$ cat src/rtl/dma3d_pkg.sv
package dma3d_pkg;
    localparam int CNT_W = 16;

    typedef struct packed {
        logic [CNT_W-1:0] acnt;
        logic [CNT_W-1:0] bcnt;
        logic [CNT_W-1:0] ccnt;
    } xfer_cnt_t;
endpackage

$ cat src/rtl/dma3d_param_unpack.sv
module dma3d_param_unpack
    import dma3d_pkg::*;
#(
    parameter int ADDR_W = 32
) (
    input  logic [31:0]       count_word,
    input  logic [CNT_W-1:0]  frame_count,
    input  logic [31:0]       array_idx_word,
    input  logic [31:0]       frame_idx_word,
    output xfer_cnt_t         cnt,
    output logic [ADDR_W-1:0] src_astride,
    output logic [ADDR_W-1:0] dst_astride,
    output logic [ADDR_W-1:0] src_fstride,
    output logic [ADDR_W-1:0] dst_fstride,
    output logic              empty
);
    localparam int EXT_W = ADDR_W - 16;

    always_comb begin
        cnt.acnt    = count_word[15:0];
        cnt.bcnt    = count_word[31:16];
        cnt.ccnt    = frame_count;
        // destination in the upper half, source in the lower half, sign-extended
        src_astride = {{EXT_W{array_idx_word[15]}}, array_idx_word[15:0]};
        dst_astride = {{EXT_W{array_idx_word[31]}}, array_idx_word[31:16]};
        src_fstride = {{EXT_W{frame_idx_word[15]}}, frame_idx_word[15:0]};
        dst_fstride = {{EXT_W{frame_idx_word[31]}}, frame_idx_word[31:16]};
        empty       = (cnt.acnt == '0) || (cnt.bcnt == '0) || (cnt.ccnt == '0);
    end
endmodule

$ cat src/rtl/dma3d_beat_size.sv
module dma3d_beat_size
    import dma3d_pkg::*;
#(
    parameter int WORD_BYTES = 4,
    localparam int AL_W = $clog2(WORD_BYTES)
) (
    input  logic [CNT_W-1:0] remaining,
    input  logic [AL_W-1:0]  src_lo,
    input  logic [AL_W-1:0]  dst_lo,
    output logic             wide,
    output logic [CNT_W-1:0] step
);
    always_comb begin
        wide = (remaining >= CNT_W'(WORD_BYTES)) && (src_lo == '0) && (dst_lo == '0);
        step = wide ? CNT_W'(WORD_BYTES) : CNT_W'(1);
    end
endmodule

$ cat src/rtl/dma3d_addr_lane.sv
module dma3d_addr_lane
    import dma3d_pkg::*;
#(
    parameter int ADDR_W = 32
) (
    input  logic              clk,
    input  logic              rst_n,
    input  logic              load,
    input  logic [ADDR_W-1:0] base,
    input  logic [ADDR_W-1:0] astride,
    input  logic [ADDR_W-1:0] fstride,
    input  logic              next_array,
    input  logic              next_frame,
    input  logic [CNT_W-1:0]  offset,
    output logic [ADDR_W-1:0] addr
);
    typedef struct packed {
        logic [ADDR_W-1:0] arr;
        logic [ADDR_W-1:0] frm;
    } lane_s;

    lane_s l_d, l_q;

    always_comb begin
        l_d = l_q;
        if (load) begin
            l_d.arr = base;
            l_d.frm = base;
        end else if (next_frame) begin
            l_d.frm = l_q.frm + fstride;
            l_d.arr = l_q.frm + fstride;
        end else if (next_array) begin
            l_d.arr = l_q.arr + astride;
        end
    end

    always_ff @(posedge clk or negedge rst_n) begin
        if (!rst_n) l_q <= '0;
        else        l_q <= l_d;
    end

    assign addr = l_q.arr + {{(ADDR_W-CNT_W){1'b0}}, offset};
endmodule

$ cat src/rtl/dma3d_addr_seq.sv
module dma3d_addr_seq
    import dma3d_pkg::*;
#(
    parameter int ADDR_W     = 32,
    parameter int WORD_BYTES = 4
) (
    input  logic              clk,
    input  logic              rst_n,
    input  logic              start,
    input  logic [31:0]       count_word,
    input  logic [15:0]       frame_count,
    input  logic [31:0]       array_idx_word,
    input  logic [31:0]       frame_idx_word,
    input  logic [ADDR_W-1:0] src_base,
    input  logic [ADDR_W-1:0] dst_base,
    output logic              beat_valid,
    output logic [ADDR_W-1:0] beat_src,
    output logic [ADDR_W-1:0] beat_dst,
    output logic              beat_wide,
    output logic              busy,
    output logic              done
);
    localparam int AL_W   = $clog2(WORD_BYTES);
    localparam int NLANES = 2;

    typedef struct packed {
        logic              busy;
        logic              done;
        logic [CNT_W-1:0]  aoff;
        logic [CNT_W-1:0]  bidx;
        logic [CNT_W-1:0]  cidx;
        xfer_cnt_t         cnt;
        logic [ADDR_W-1:0] src_as;
        logic [ADDR_W-1:0] dst_as;
        logic [ADDR_W-1:0] src_fs;
        logic [ADDR_W-1:0] dst_fs;
    } seq_s;

    seq_s s_d, s_q;

    xfer_cnt_t         in_cnt;
    logic [ADDR_W-1:0] in_src_as, in_dst_as, in_src_fs, in_dst_fs;
    logic              in_empty;
    logic              load, next_array, next_frame;
    logic              wide;
    logic [CNT_W-1:0]  step, nxt_off;

    logic [ADDR_W-1:0] lane_base [NLANES];
    logic [ADDR_W-1:0] lane_as   [NLANES];
    logic [ADDR_W-1:0] lane_fs   [NLANES];
    logic [ADDR_W-1:0] lane_addr [NLANES];

    dma3d_param_unpack #(.ADDR_W(ADDR_W)) u_unpack (
        .count_word     (count_word),
        .frame_count    (frame_count),
        .array_idx_word (array_idx_word),
        .frame_idx_word (frame_idx_word),
        .cnt            (in_cnt),
        .src_astride    (in_src_as),
        .dst_astride    (in_dst_as),
        .src_fstride    (in_src_fs),
        .dst_fstride    (in_dst_fs),
        .empty          (in_empty)
    );

    always_comb begin
        lane_base[0] = src_base;
        lane_base[1] = dst_base;
        lane_as[0]   = s_q.src_as;
        lane_as[1]   = s_q.dst_as;
        lane_fs[0]   = s_q.src_fs;
        lane_fs[1]   = s_q.dst_fs;
    end

    // Lane 0 walks the source side, lane 1 the destination side.
    for (genvar g = 0; g < NLANES; g++) begin : g_lane
        dma3d_addr_lane #(.ADDR_W(ADDR_W)) u_lane (
            .clk        (clk),
            .rst_n      (rst_n),
            .load       (load),
            .base       (lane_base[g]),
            .astride    (lane_as[g]),
            .fstride    (lane_fs[g]),
            .next_array (next_array),
            .next_frame (next_frame),
            .offset     (s_q.aoff),
            .addr       (lane_addr[g])
        );
    end

    dma3d_beat_size #(.WORD_BYTES(WORD_BYTES)) u_size (
        .remaining (s_q.cnt.acnt - s_q.aoff),
        .src_lo    (lane_addr[0][AL_W-1:0]),
        .dst_lo    (lane_addr[1][AL_W-1:0]),
        .wide      (wide),
        .step      (step)
    );

    always_comb begin
        s_d        = s_q;
        s_d.done   = 1'b0;
        load       = 1'b0;
        next_array = 1'b0;
        next_frame = 1'b0;
        nxt_off    = s_q.aoff + step;
        if (!s_q.busy) begin
            if (start) begin
                s_d.cnt    = in_cnt;
                s_d.src_as = in_src_as;
                s_d.dst_as = in_dst_as;
                s_d.src_fs = in_src_fs;
                s_d.dst_fs = in_dst_fs;
                s_d.aoff   = '0;
                s_d.bidx   = '0;
                s_d.cidx   = '0;
                if (in_empty) begin
                    s_d.done = 1'b1;
                end else begin
                    s_d.busy = 1'b1;
                    load     = 1'b1;
                end
            end
        end else if (nxt_off == s_q.cnt.acnt) begin
            s_d.aoff = '0;
            if (s_q.bidx == s_q.cnt.bcnt - CNT_W'(1)) begin
                s_d.bidx = '0;
                if (s_q.cidx == s_q.cnt.ccnt - CNT_W'(1)) begin
                    s_d.busy = 1'b0;
                    s_d.done = 1'b1;
                end else begin
                    s_d.cidx   = s_q.cidx + CNT_W'(1);
                    next_frame = 1'b1;
                end
            end else begin
                s_d.bidx   = s_q.bidx + CNT_W'(1);
                next_array = 1'b1;
            end
        end else begin
            s_d.aoff = nxt_off;
        end
    end

    always_ff @(posedge clk or negedge rst_n) begin
        if (!rst_n) s_q <= '0;
        else        s_q <= s_d;
    end

    assign busy       = s_q.busy;
    assign done       = s_q.done;
    assign beat_valid = s_q.busy;
    assign beat_wide  = s_q.busy && wide;
    assign beat_src   = lane_addr[0];
    assign beat_dst   = lane_addr[1];
endmodule

$ cat config.mk
export PLATFORM = sky130hd
export DESIGN_NAME = dma3d_addr_seq
export DESIGN_NICKNAME = d
export VERILOG_FILES = /design/src/rtl/dma3d_pkg.sv /design/src/rtl/dma3d_param_unpack.sv /design/src/rtl/dma3d_beat_size.sv /design/src/rtl/dma3d_addr_lane.sv /design/src/rtl/dma3d_addr_seq.sv
export SDC_FILE = /design/constraint.sdc
export NUM_CORES = 1
export LEC_CHECK = 0
export BUFFER_PORTS_ARGS = -buffer_cell sky130_fd_sc_hd__buf_2
export CORE_ASPECT_RATIO = 1.25
export CORE_MARGIN = 2
export CORE_UTILIZATION = 60
export CTS_BUF_LIST = sky130_fd_sc_hd__clkbuf_16
export CTS_CLUSTER_DIAMETER = 80
export CTS_CLUSTER_SIZE = 8
export DETAILED_ROUTE_END_ITERATION = 8
export PLACE_DENSITY_LB_ADDON = 0.2
export SLEW_MARGIN = 20
export SYNTH_ARGS = -nofsm -noshare
export SYNTH_HDL_FRONTEND = slang
export SYNTH_HIERARCHICAL = 1
export SYNTH_SLANG_ARGS = --single-unit
export TNS_END_PERCENT = 20
$ cat constraint.sdc
create_clock -name clk -period 8.67 [get_ports clk]
set_clock_uncertainty 0.1 [all_clocks]
set_input_delay 1.734 -clock clk [delete_from_list [all_inputs] [get_ports clk]]
set_output_delay 1.734 -clock clk [all_outputs]
set_load 0.005 [all_outputs]
# Word-level counts from Yosys, hierarchy flattened

Index checks and enable logic that the tools add are counted.

Input bits: 179
Memories kept: 0
Output and inout port bits: 68
RAM bits: 0
Register bits: 290
Latch bits: 0
Bits in read-only memories: 0

Multipliers: 0
$add $sub $neg: 12
Shift operators: 0
Bitwise operators: 1
Muxes and demuxes: 30
Reductions and logical operators: 16
Eq/ne operators: 6
Div/mod/pow operators: 0
Order comparisons: 1

Operators by type and width:

| cell                                                   | count |
|---|---|
| two-way mux 226 bit                                    | 1 |
| two-way mux 32 bit                                     | 7 |
| adder 32 bit                                           | 4 |
| two-way mux 64 bit                                     | 2 |
| adder 32 x 16 -> 32 bit                                | 2 |
| two-way mux 16 bit                                     | 4 |
| two-way mux 50 bit                                     | 1 |
| == test 16 bit                                         | 3 |
| zero test 16 bit                                       | 3 |
| adder 16 x 1 -> 16 bit (second input constant)         | 2 |
| subtractor 16 x 1 -> 16 bit (second input constant)    | 2 |
| adder 16 bit                                           | 1 |
| >= comparator 16 x 3 -> 1 bit (second input constant)  | 1 |
| subtractor 16 bit                                      | 1 |
| two-way mux 1 bit                                      | 11 |
| two-way mux 2 bit                                      | 3 |
| zero test 2 bit                                        | 2 |
| inequality test 2 x 1 -> 1 bit (second input constant) | 2 |
| AND reduction 2 bit                                    | 2 |
| AND reduction 4 bit                                    | 1 |
| nonzero test 2 bit                                     | 2 |
| logical AND 1 bit                                      | 3 |
| two-way mux 3 bit                                      | 1 |
| nonzero test 3 bit                                     | 1 |
| other kinds (3)                                        | 4 |

# Logic depth before layout (Yosys ltp)

Gate-level depths: netlist of run 1.

Depth after elaboration: 12
Depth in mapped cells: 37
Mapped depth without buffers: 36

# Hierarchy

The synthesis of run 1 kept the hierarchy.

By module, submodules not included:

| module                              | cells each | instances | area each (µm²) |
|---|---|---|---|
| dma3d_addr_seq                      | 1483       | 1         | 12244.2 |
| dma3d_addr_lane at g_lane[1].u_lane | 850        | 1         | 6964.2 |
| dma3d_addr_lane at g_lane[0].u_lane | 847        | 1         | 6871.6 |
| dma3d_param_unpack                  | 192        | 1         | 1432.6 |
| dma3d_beat_size                     | 24         | 1         | 180.2 |

# Worst setup path after synthesis of run 1

OpenSTA, ideal clock, no wires.

Path type: reg-to-reg
Start point: register s_q[209] (netlist bit)
End point: register g_lane[0].u_lane/l_q[32] (netlist bit)
Clock period less this slack: 7.513 ns
Cell stages (with the launch flop): 33
Data required time: 8.493 ns
Data arrival time: 7.335 ns
Slack: 1.157 ns
Path through: dfrtp_1 > inv_1 > ha_1 > nor2b_1 > o21ai_0 > a21boi_0 > o211ai_1 > a21oi_1 > o31ai_1 > nor2b_1 > o21a_1 > o21a_1 > a311o_1 > nor4_2 > nand4_1 > and2_1 > buf_4 > ha_1 > a211oi_1 > o21bai_1 > a31oi_2 > o21ai_1 > o31ai_1 > xnor3_1 > nor4_4 > and3_2 > clkbuf_1 > inv_1 > nor2_1 > clkbuf_1 > buf_1 > a22oi_1 > a21oi_1

Word-level cells in the longest chain between the ends: 11
Elaborated cells on any way between the ends: 18

RTL lines:

| element                                                          | line                                        | RTL |
|---|---|---|
| start: declaration                                               | dma3d_addr_seq.sv:39                        | `seq_s s_d, s_q;` |
| start signal: assignment                                         | dma3d_addr_seq.sv:144                       | `if (!rst_n) s_q <= '0;` |
| start signal: assignment                                         | dma3d_addr_seq.sv:145                       | `else s_q <= s_d;` |
| subtractor 16 bit or adder 32 x 16 -> 32 bit (tied branches)     | dma3d_addr_seq.sv:92, dma3d_addr_lane.sv:42 |  |
| >= comparator 16 x 3 -> 1 bit or zero test 2 bit (tied branches) | dma3d_beat_size.sv:14                       | `wide = (remaining >= CNT_W'(WORD_BYTES)) && (src_lo == '0) && (dst_lo == '0);` |
| logical AND 1 bit                                                | dma3d_beat_size.sv:14                       |  |
| logical AND 1 bit *                                              | dma3d_beat_size.sv:14                       |  |
| named net wide                                                   | dma3d_addr_seq.sv:45                        | `logic wide;` |
| two-way mux 3 bit *                                              | dma3d_beat_size.sv:15                       | `step = wide ? CNT_W'(WORD_BYTES) : CNT_W'(1);` |
| named net step[2]                                                | dma3d_addr_seq.sv:46                        | `logic [CNT_W-1:0] step, nxt_off;` |
| adder 16 bit *                                                   | dma3d_addr_seq.sv:105                       | `nxt_off = s_q.aoff + step;` |
| == test 16 bit *                                                 | dma3d_addr_seq.sv:123                       | `end else if (nxt_off == s_q.cnt.acnt) begin` |
| two-way mux 1 bit *                                              | dma3d_addr_seq.sv:123                       |  |
| two-way mux 1 bit *                                              | dma3d_addr_seq.sv:106                       | `if (!s_q.busy) begin` |
| named net next_frame                                             | dma3d_addr_seq.sv:44                        | `logic load, next_array, next_frame;` |
| two-way mux 32 bit                                               | dma3d_addr_lane.sv:29                       | `end else if (next_frame) begin` |
| two-way mux 64 bit                                               | dma3d_addr_lane.sv:26                       | `if (load) begin` |
| end signal: assignment                                           | dma3d_addr_lane.sv:39                       | `else l_q <= l_d;` |
| end: declaration                                                 | dma3d_addr_lane.sv:22                       | `lane_s l_d, l_q;` |

The timed path passes the listed nets; every way through them passes the cells marked *.
A chain may end at the register's enable or synchronous reset.

# Final worst setup path of run 1

Start point: register s_q[209] (netlist bit)
End point: register g_lane[0].u_lane/l_q[58] (netlist bit)

Word-level cells in the longest chain between the ends: 11
Elaborated cells on any way between the ends: 18

RTL lines:

| element                                                          | line |
|---|---|
| subtractor 16 bit or adder 32 x 16 -> 32 bit (tied branches)     | dma3d_addr_seq.sv:92, dma3d_addr_lane.sv:42 |
| >= comparator 16 x 3 -> 1 bit or zero test 2 bit (tied branches) | dma3d_beat_size.sv:14 |
| logical AND 1 bit                                                | dma3d_beat_size.sv:14 |
| logical AND 1 bit *                                              | dma3d_beat_size.sv:14 |
| two-way mux 3 bit *                                              | dma3d_beat_size.sv:15 |
| named net step[0]                                                | dma3d_addr_seq.sv:46 |
| adder 16 bit *                                                   | dma3d_addr_seq.sv:105 |
| == test 16 bit *                                                 | dma3d_addr_seq.sv:123 |
| two-way mux 1 bit *                                              | dma3d_addr_seq.sv:123 |
| two-way mux 1 bit *                                              | dma3d_addr_seq.sv:106 |
| named net next_frame                                             | dma3d_addr_seq.sv:44 |
| two-way mux 32 bit                                               | dma3d_addr_lane.sv:29 |
| two-way mux 64 bit                                               | dma3d_addr_lane.sv:26 |

Marks and branches as above.

==> results.md, run 1 <==
- Status: finished clean
- Final period util: 92.1%
- Site row count: 88
- Vias: 24.7k
- Power per cell area: 385 nW/µm²
- Worst Path Class, Setup: register to register
- Share of cells above drive strength 1: 11.7%
- Util after Layout: 64.0%
- FMAX: 125 MHz
- # IOs: 247
- Final Max Slew Viols: 0
- Slew at the pin with the worst max-slew slack: 1.06 ns
- Largest stage delay, worst path: 0.47 ns
- Initial antenna violation count: 3
- DPL Wire Length: 61,000 µm
- CP max stage cell: dfrtp_2
- CTS root buf: clkbuf_16
- Slew headroom: 29.2%
- Starting Density: 60.3%
- HP Class: register to register
- Cell area after layout: 29,400 µm²
- Final setup margin: 0.683 ns
- Hold_buf cts: 0
- Final Hold Fails: 0
- Clock Tree Buf Depth: 3
- Post-Synthesis Cells: 3,394
- Input/output buffers: 246
- RSZ-0062 raised after global routing: no
- Number of routed nets with antenna violations: 0
- Via/cell ratio: 6.15
- Total Nets Final: 3,793
- Peak supply drop: 241 µV
- Avg Cell Area, Syn: 8.16 µm²
- Post-route DRC violation count: 0
- CP arrival: 8.42 ns
- Setup TNS: 0 ns
- Routed len/inst: 20.2 µm
- Die Ht: 244 µm
- TritonCTS clock tree: yes
- Worst setup SP type: register
- Detailed-route wire length: 80,800 µm
- Tot GR Track Use: 33.7%
- Core area: 45,900 µm²
- Critical Path RT: 9.10 ns
- Layout area overhead: 6.14%
- Placed inst area: 28,000 µm²
- Total gr overflow: 0
- Most frequent CP cell: inv_1
- Clock Sinks: 354
- Largest net degree at the start of global routing: 148
- Drt first pass iters: 6
- Inserted Clock Buffers: 50
- Final setup vio count: 0
- Leak: 14.5 nW
- Global-route wire length before repair: 129,000 µm
- Worst skew pair latency: 0.60 ns
- Vias in the first global route: 24.5k
- Type of destination of the critical path: register
- Worst Path Max Fanout: 18
- Max Cap Viol: 0
- Clock H-tree levels: 2
- Die area: 47,900 µm²
- Post-synthesis cell area: 27,700 µm²
- Fin crit period: 7.99 ns
- Clk slew on worst S/H paths: 0.05 ns
- Detailed Route Iter0 Violations: 1,809
- Dpl ws: 0.0688 ns
- Final Wtd Congestion: 0.981
- Yosys warning count: 6
- Die X: 196 µm
==> worst paths after layout <==
| check | start | to | slack [ns] | depth (start not counted) |
|---|---|---|---|---|
| worst min-delay path | g_lane[1].u_lane/l_q[6] | g_lane[1].u_lane/l_q[6] | 0.38 | 1 |
| worst min register to register | g_lane[1].u_lane/l_q[6] | g_lane[1].u_lane/l_q[6] | 0.38 | 1 |
| worst max-delay path | s_q[209] | g_lane[0].u_lane/l_q[58] | 0.68 | 34 |
| max in group asynchronous | rst_n | lane_fs[43] | 5.91 | 2 |
| min in group asynchronous | rst_n | s_q[142] | 1.06 | 1 |
| worst max register to register | s_q[209] | g_lane[0].u_lane/l_q[58] | 0.68 | 34 |
==> sequential cells by signal, summed over array words and instances, names as in the netlist <==
name,cells
g_lane.u_lane/l_q,128
lane_fs,64
s_q,96
done,1
lane_as,64
beat_valid,1
==> report_power, final <==
group          internal [mW]  leakage [nW]  total [mW]  switching [mW]
Clock                   1.01         0.638        1.75           0.739
Sequential              2.18          4.39        2.81           0.636
Combinational           2.82          9.44        6.76            3.94
==> per-stage QoR <==
step                      hold slack, ns  power [mW]  std cells
after global placement             0.365        9.31       3944
after global routing               0.385        12.2       4004
after floorplan                    0.350        7.51       3407
after detailed placement           0.369        9.44       3944
after CTS                          0.383        11.3       3999
final                              0.379        11.3       4006
==> critical path, delay by kind of cell, from the launching register on <==
kind	cells	cell delay (ns)
adders and majority gates	3	0.86
AOI/OAI and AO/OA	13	2.78
xor gates and xnor gates	1	0.24
and+or+nand+nor	11	2.39
muxes	1	0.20
buffers and inverters	5	0.83
DFF	1	0.47
==> metal layers <==
layer / wire (µm) / part of all wire, % / GRT usage (%)
met5: 26 / 0.032 / 0
met4: 3980 / 4.9 / 15.2
met3: 5100 / 6.3 / 5.63
met2: 39500 / 49 / 59.0
met1: 32200 / 40 / 40.6
==> cell type report <==
class	instances	area (µm²)
Fill cell	4031	16500
Tap cell	585	732
Inverter	99	372
Timing Repair Buffer	278	1520
Clock inverter	5	45.0
Clock buffer	50	1250
Multi-Input combinational cell	2633	16600
Sequential cell	354	8860
Antenna cell	2	5.00
==> cell usage in the layout (no fill, tap or decap), types with 20 or more instances in the layout <==
cell / n
xor2_1: 100
clkbuf_16: 50
xnor2_1: 139
o21a_1: 25
nand2b_1: 34
ha_1: 190
a31oi_1: 26
and2_1: 25
inv_1: 98
nand3_1: 79
nand2_1: 729
nor4_1: 42
o21ai_0: 158
and3_1: 41
a211oi_1: 20
a21oi_1: 213
nor3_1: 36
o22a_1: 28
a21o_1: 100
o21bai_1: 29
buf_4: 29
nor2_1: 203
nand4_1: 30
dfrtp_1: 353
buf_2: 245
==> timing repair <==
action	CTS	global route
endpoints found under the setup margin	0	131
buffers inserted	0	5
resized for setup	0	4
(Power assumes the default switching activity.)
==> inputs of run 2 (changes only) <==
--- a/config.mk
+++ b/config.mk
@@ -6,13 +6,13 @@
 export NUM_CORES = 1
 export LEC_CHECK = 0
 export BUFFER_PORTS_ARGS = -buffer_cell sky130_fd_sc_hd__buf_2
-export CORE_ASPECT_RATIO = 1.25
 export CORE_MARGIN = 2
 export CORE_UTILIZATION = 60
 export CTS_BUF_LIST = sky130_fd_sc_hd__clkbuf_16
 export CTS_CLUSTER_DIAMETER = 80
 export CTS_CLUSTER_SIZE = 8
 export DETAILED_ROUTE_END_ITERATION = 8
+export GPL_ROUTABILITY_DRIVEN = 0
 export PLACE_DENSITY_LB_ADDON = 0.2
 export SLEW_MARGIN = 20
 export SYNTH_ARGS = -nofsm -noshare
==> results.md, run 2 (synthesized netlist as in run 1, its figures left out) <==
- Status: finished clean
- Reg2reg setup slack: 0.61 ns (-0.07 ns)
- Vias: 25.5k (+3.3%)
- Initial antenna violation count: 1 (-2)
- Internal: 6.09 mW (+1.3%)
- Largest net degree at the start of global routing: 85 (-43%)
- Slew at the pin with the worst max-slew slack: 1.07 ns (+0.00493 ns)
- Largest stage delay, worst path: 0.55 ns (+0.08 ns)
- Site row count: 78 (-11%)
- Most common cell after layout, fill and taps aside: nand2_1
- Routed len/inst: 20.5 µm (+1.6%)
- Max reg flops: 128 (unchanged)
- Slew headroom: 28.9% (-0.33 points)
- Switching Share: 47.2% (+0.28 points)
- Worst Path Class, Setup: register to register
- Core area: 45,500 µm² (-0.95%)
- Fillcell total: 3,881 (-3.7%)
- Clock Tree Buf Depth: 3 (unchanged)
- Starting Density: 60.9% (+0.58 points)
- Detailed Route Iter0 Violations: 2,788 (+54%)
- Clock H-tree levels: 2 (unchanged)
- Commonest non-fill, non-tap cells in the layout: nand2_1 (728), dfrtp_1 (354), buf_2 (245)
- Antenna diodes: 0 (-2)
- Number of routed nets with antenna violations: 0 (unchanged)
- Detailed-route wire length: 82,400 µm (+2.0%)
- # IOs: 247 (unchanged)
- Die X: 219 µm (+12%)
- Final Power: 11.5 mW (+1.9%)
- Clk slew on worst S/H paths: 0.05 ns (about the same)
- Worst setup SP type: register
- Total gr overflow: 0 (unchanged)
- Reg power frac: 24.7% (about the same)
- Layout area overhead: 6.40%
- Die area: 47,900 µm² (about the same)
- Leak: 14.5 nW (+0.27%)
- Clock share of power: 15.8% (+0.4 points)
- Final Hold Fails: 0 (unchanged)
- Share of cells above drive strength 1: 11.7% (+0.048 points)
- Most frequent CP cell: inv_1
- Final setup vio count: 0 (unchanged)
- Max Cap Viol: 0 (unchanged)
- HP Class: register to register
- Die Ht: 219 µm (-10%)
- Net switching power: 5.44 mW (+2.5%)
- CP arrival: 8.44 ns (+0.02 ns)
- Critical Path RT: 9.05 ns (-0.05 ns)
- DPL Wire Length: 62,100 µm (+1.8%)
- Setup TNS: 0 ns (unchanged)
- Worst skew pair latency: 0.59 ns (about the same)
- CP max stage cell: dfrtp_1
- Inserted Clock Buffers: 51 (+2.0%)
- Biggest regs: g_lane.u_lane/l_q (128), s_q (96)
- Power per cell area: 392 nW/µm² (+1.6%)
- Via/cell ratio: 6.33 (+2.9%)
- TritonCTS clock tree: yes
- Final period util: 93.0% (+0.85 points)
- Post-route DRC violation count: 0 (unchanged)
- RSZ-0062 raised after global routing: no
- Type of destination of the critical path: register
- Fin crit period: 8.06 ns (+0.0733 ns)
- Drt first pass iters: 8 (+2)
- CTS root buf: clkbuf_16
- Peak supply drop: 252 µV (+4.6%)
- Clock Sinks: 354 (unchanged)
- Input/output buffers: 246 (unchanged)
- FMAX: 124 MHz (-0.91%)
- Vias in the first global route: 24.5k (-0.36%)
- Tot GR Track Use: 34.1% (+0.36 points)
- Most flops, register: g_lane.u_lane/l_q
- Global-route wire length before repair: 130,000 µm (+0.63%)
- Total Nets Final: 3,794 (+0.026%)
- Worst Path Max Fanout: 16 (-2)
- Comb pwr share: 59.5% (-0.2 points)
- Final Max Slew Viols: 0 (unchanged)
- Util after Layout: 64.8% (+0.77 points)
[run 2: timing repair]
action,4_1_cts,5_1_grt
endpoints found under the setup margin,0,122
gates resized for setup,0,6
buffers inserted,0,0
hold buffers,0,0
[run 2: final timing paths]
kind	from	cells after the start	endpoint
min	lane_as[52]	2	lane_as[52]
min in group asynchronous	rst_n	1	s_q[150]
max reg2reg	s_q[209]	34	g_lane[0].u_lane/l_q[60]
max in group asynchronous	rst_n	2	g_lane[1].u_lane/l_q[53]
max	s_q[209]	34	g_lane[0].u_lane/l_q[60]
min reg2reg	lane_as[52]	2	lane_as[52]
[run 2: cell type report]
| class | instances | area [µm²] | share of cell area, % |
|---|---|---|---|
| Multi-Input combinational cell | 2633 | 16600 | 56.4 |
| Sequential cell | 354 | 8860 | 30.1 |
| Timing Repair Buffer | 278 | 1490 | 5.05 |
| Clock buffer | 53 | 1330 | 4.50 |
| Tap cell | 600 | 751 | 2.55 |
| Inverter | 99 | 373 | 1.27 |
| Clock inverter | 5 | 50.0 | 0.170 |
[run 2: power by group through the flow]
| stage | clock [mW] | combinational (mW) | sequential, mW |
|---|---|---|---|
| final | 1.83 | 6.86 | 2.85 |
| after global routing | 1.91 | 7.45 | 2.90 |
| after CTS | 1.85 | 6.67 | 2.83 |
| after detailed placement | 0 | 6.61 | 2.85 |
| after global placement | 0 | 6.41 | 2.84 |
| after floorplan | 0 | 4.97 | 2.54 |
[run 2: per-layer routing]
| layer | part of all wire (%) | global-route usage [%] | routed length [µm] |
|---|---|---|---|
| met5 | 0.0085 | 0 | 7 |
| met4 | 4.9 | 14.9 | 4010 |
| met3 | 7.7 | 5.16 | 6360 |
| met2 | 46 | 55.3 | 38100 |
| met1 | 41 | 45.3 | 33900 |
[run 2: critical path: cells and delay by family, from the launching register on]
family | cells | cell delay (ns)
XOR/XNOR | 1 | 0.24
flip-flops | 1 | 0.55
buffers and inverters | 5 | 1.15
adder cells (fa/ha/maj) | 3 | 0.91
AND/OR/NAND/NOR | 12 | 2.24
AO/OA/AOI/OAI | 13 | 2.77
[run 2: metrics by stage]
| step | std cells | area (µm²) | setup WS, ns | hold WS, ns |
|---|---|---|---|---|
| after detailed placement | 3964 | 28000 | 0.231 | 0.371 |
| after global placement | 3964 | 28000 | 0.545 | 0.364 |
| after CTS | 4022 | 29400 | 0.185 | 0.384 |
| after global routing | 4022 | 29500 | 0.0539 | 0.397 |
| final | 4022 | 29500 | 0.610 | 0.382 |
| after floorplan | 3407 | 27700 | 1.16 | 0.350 |
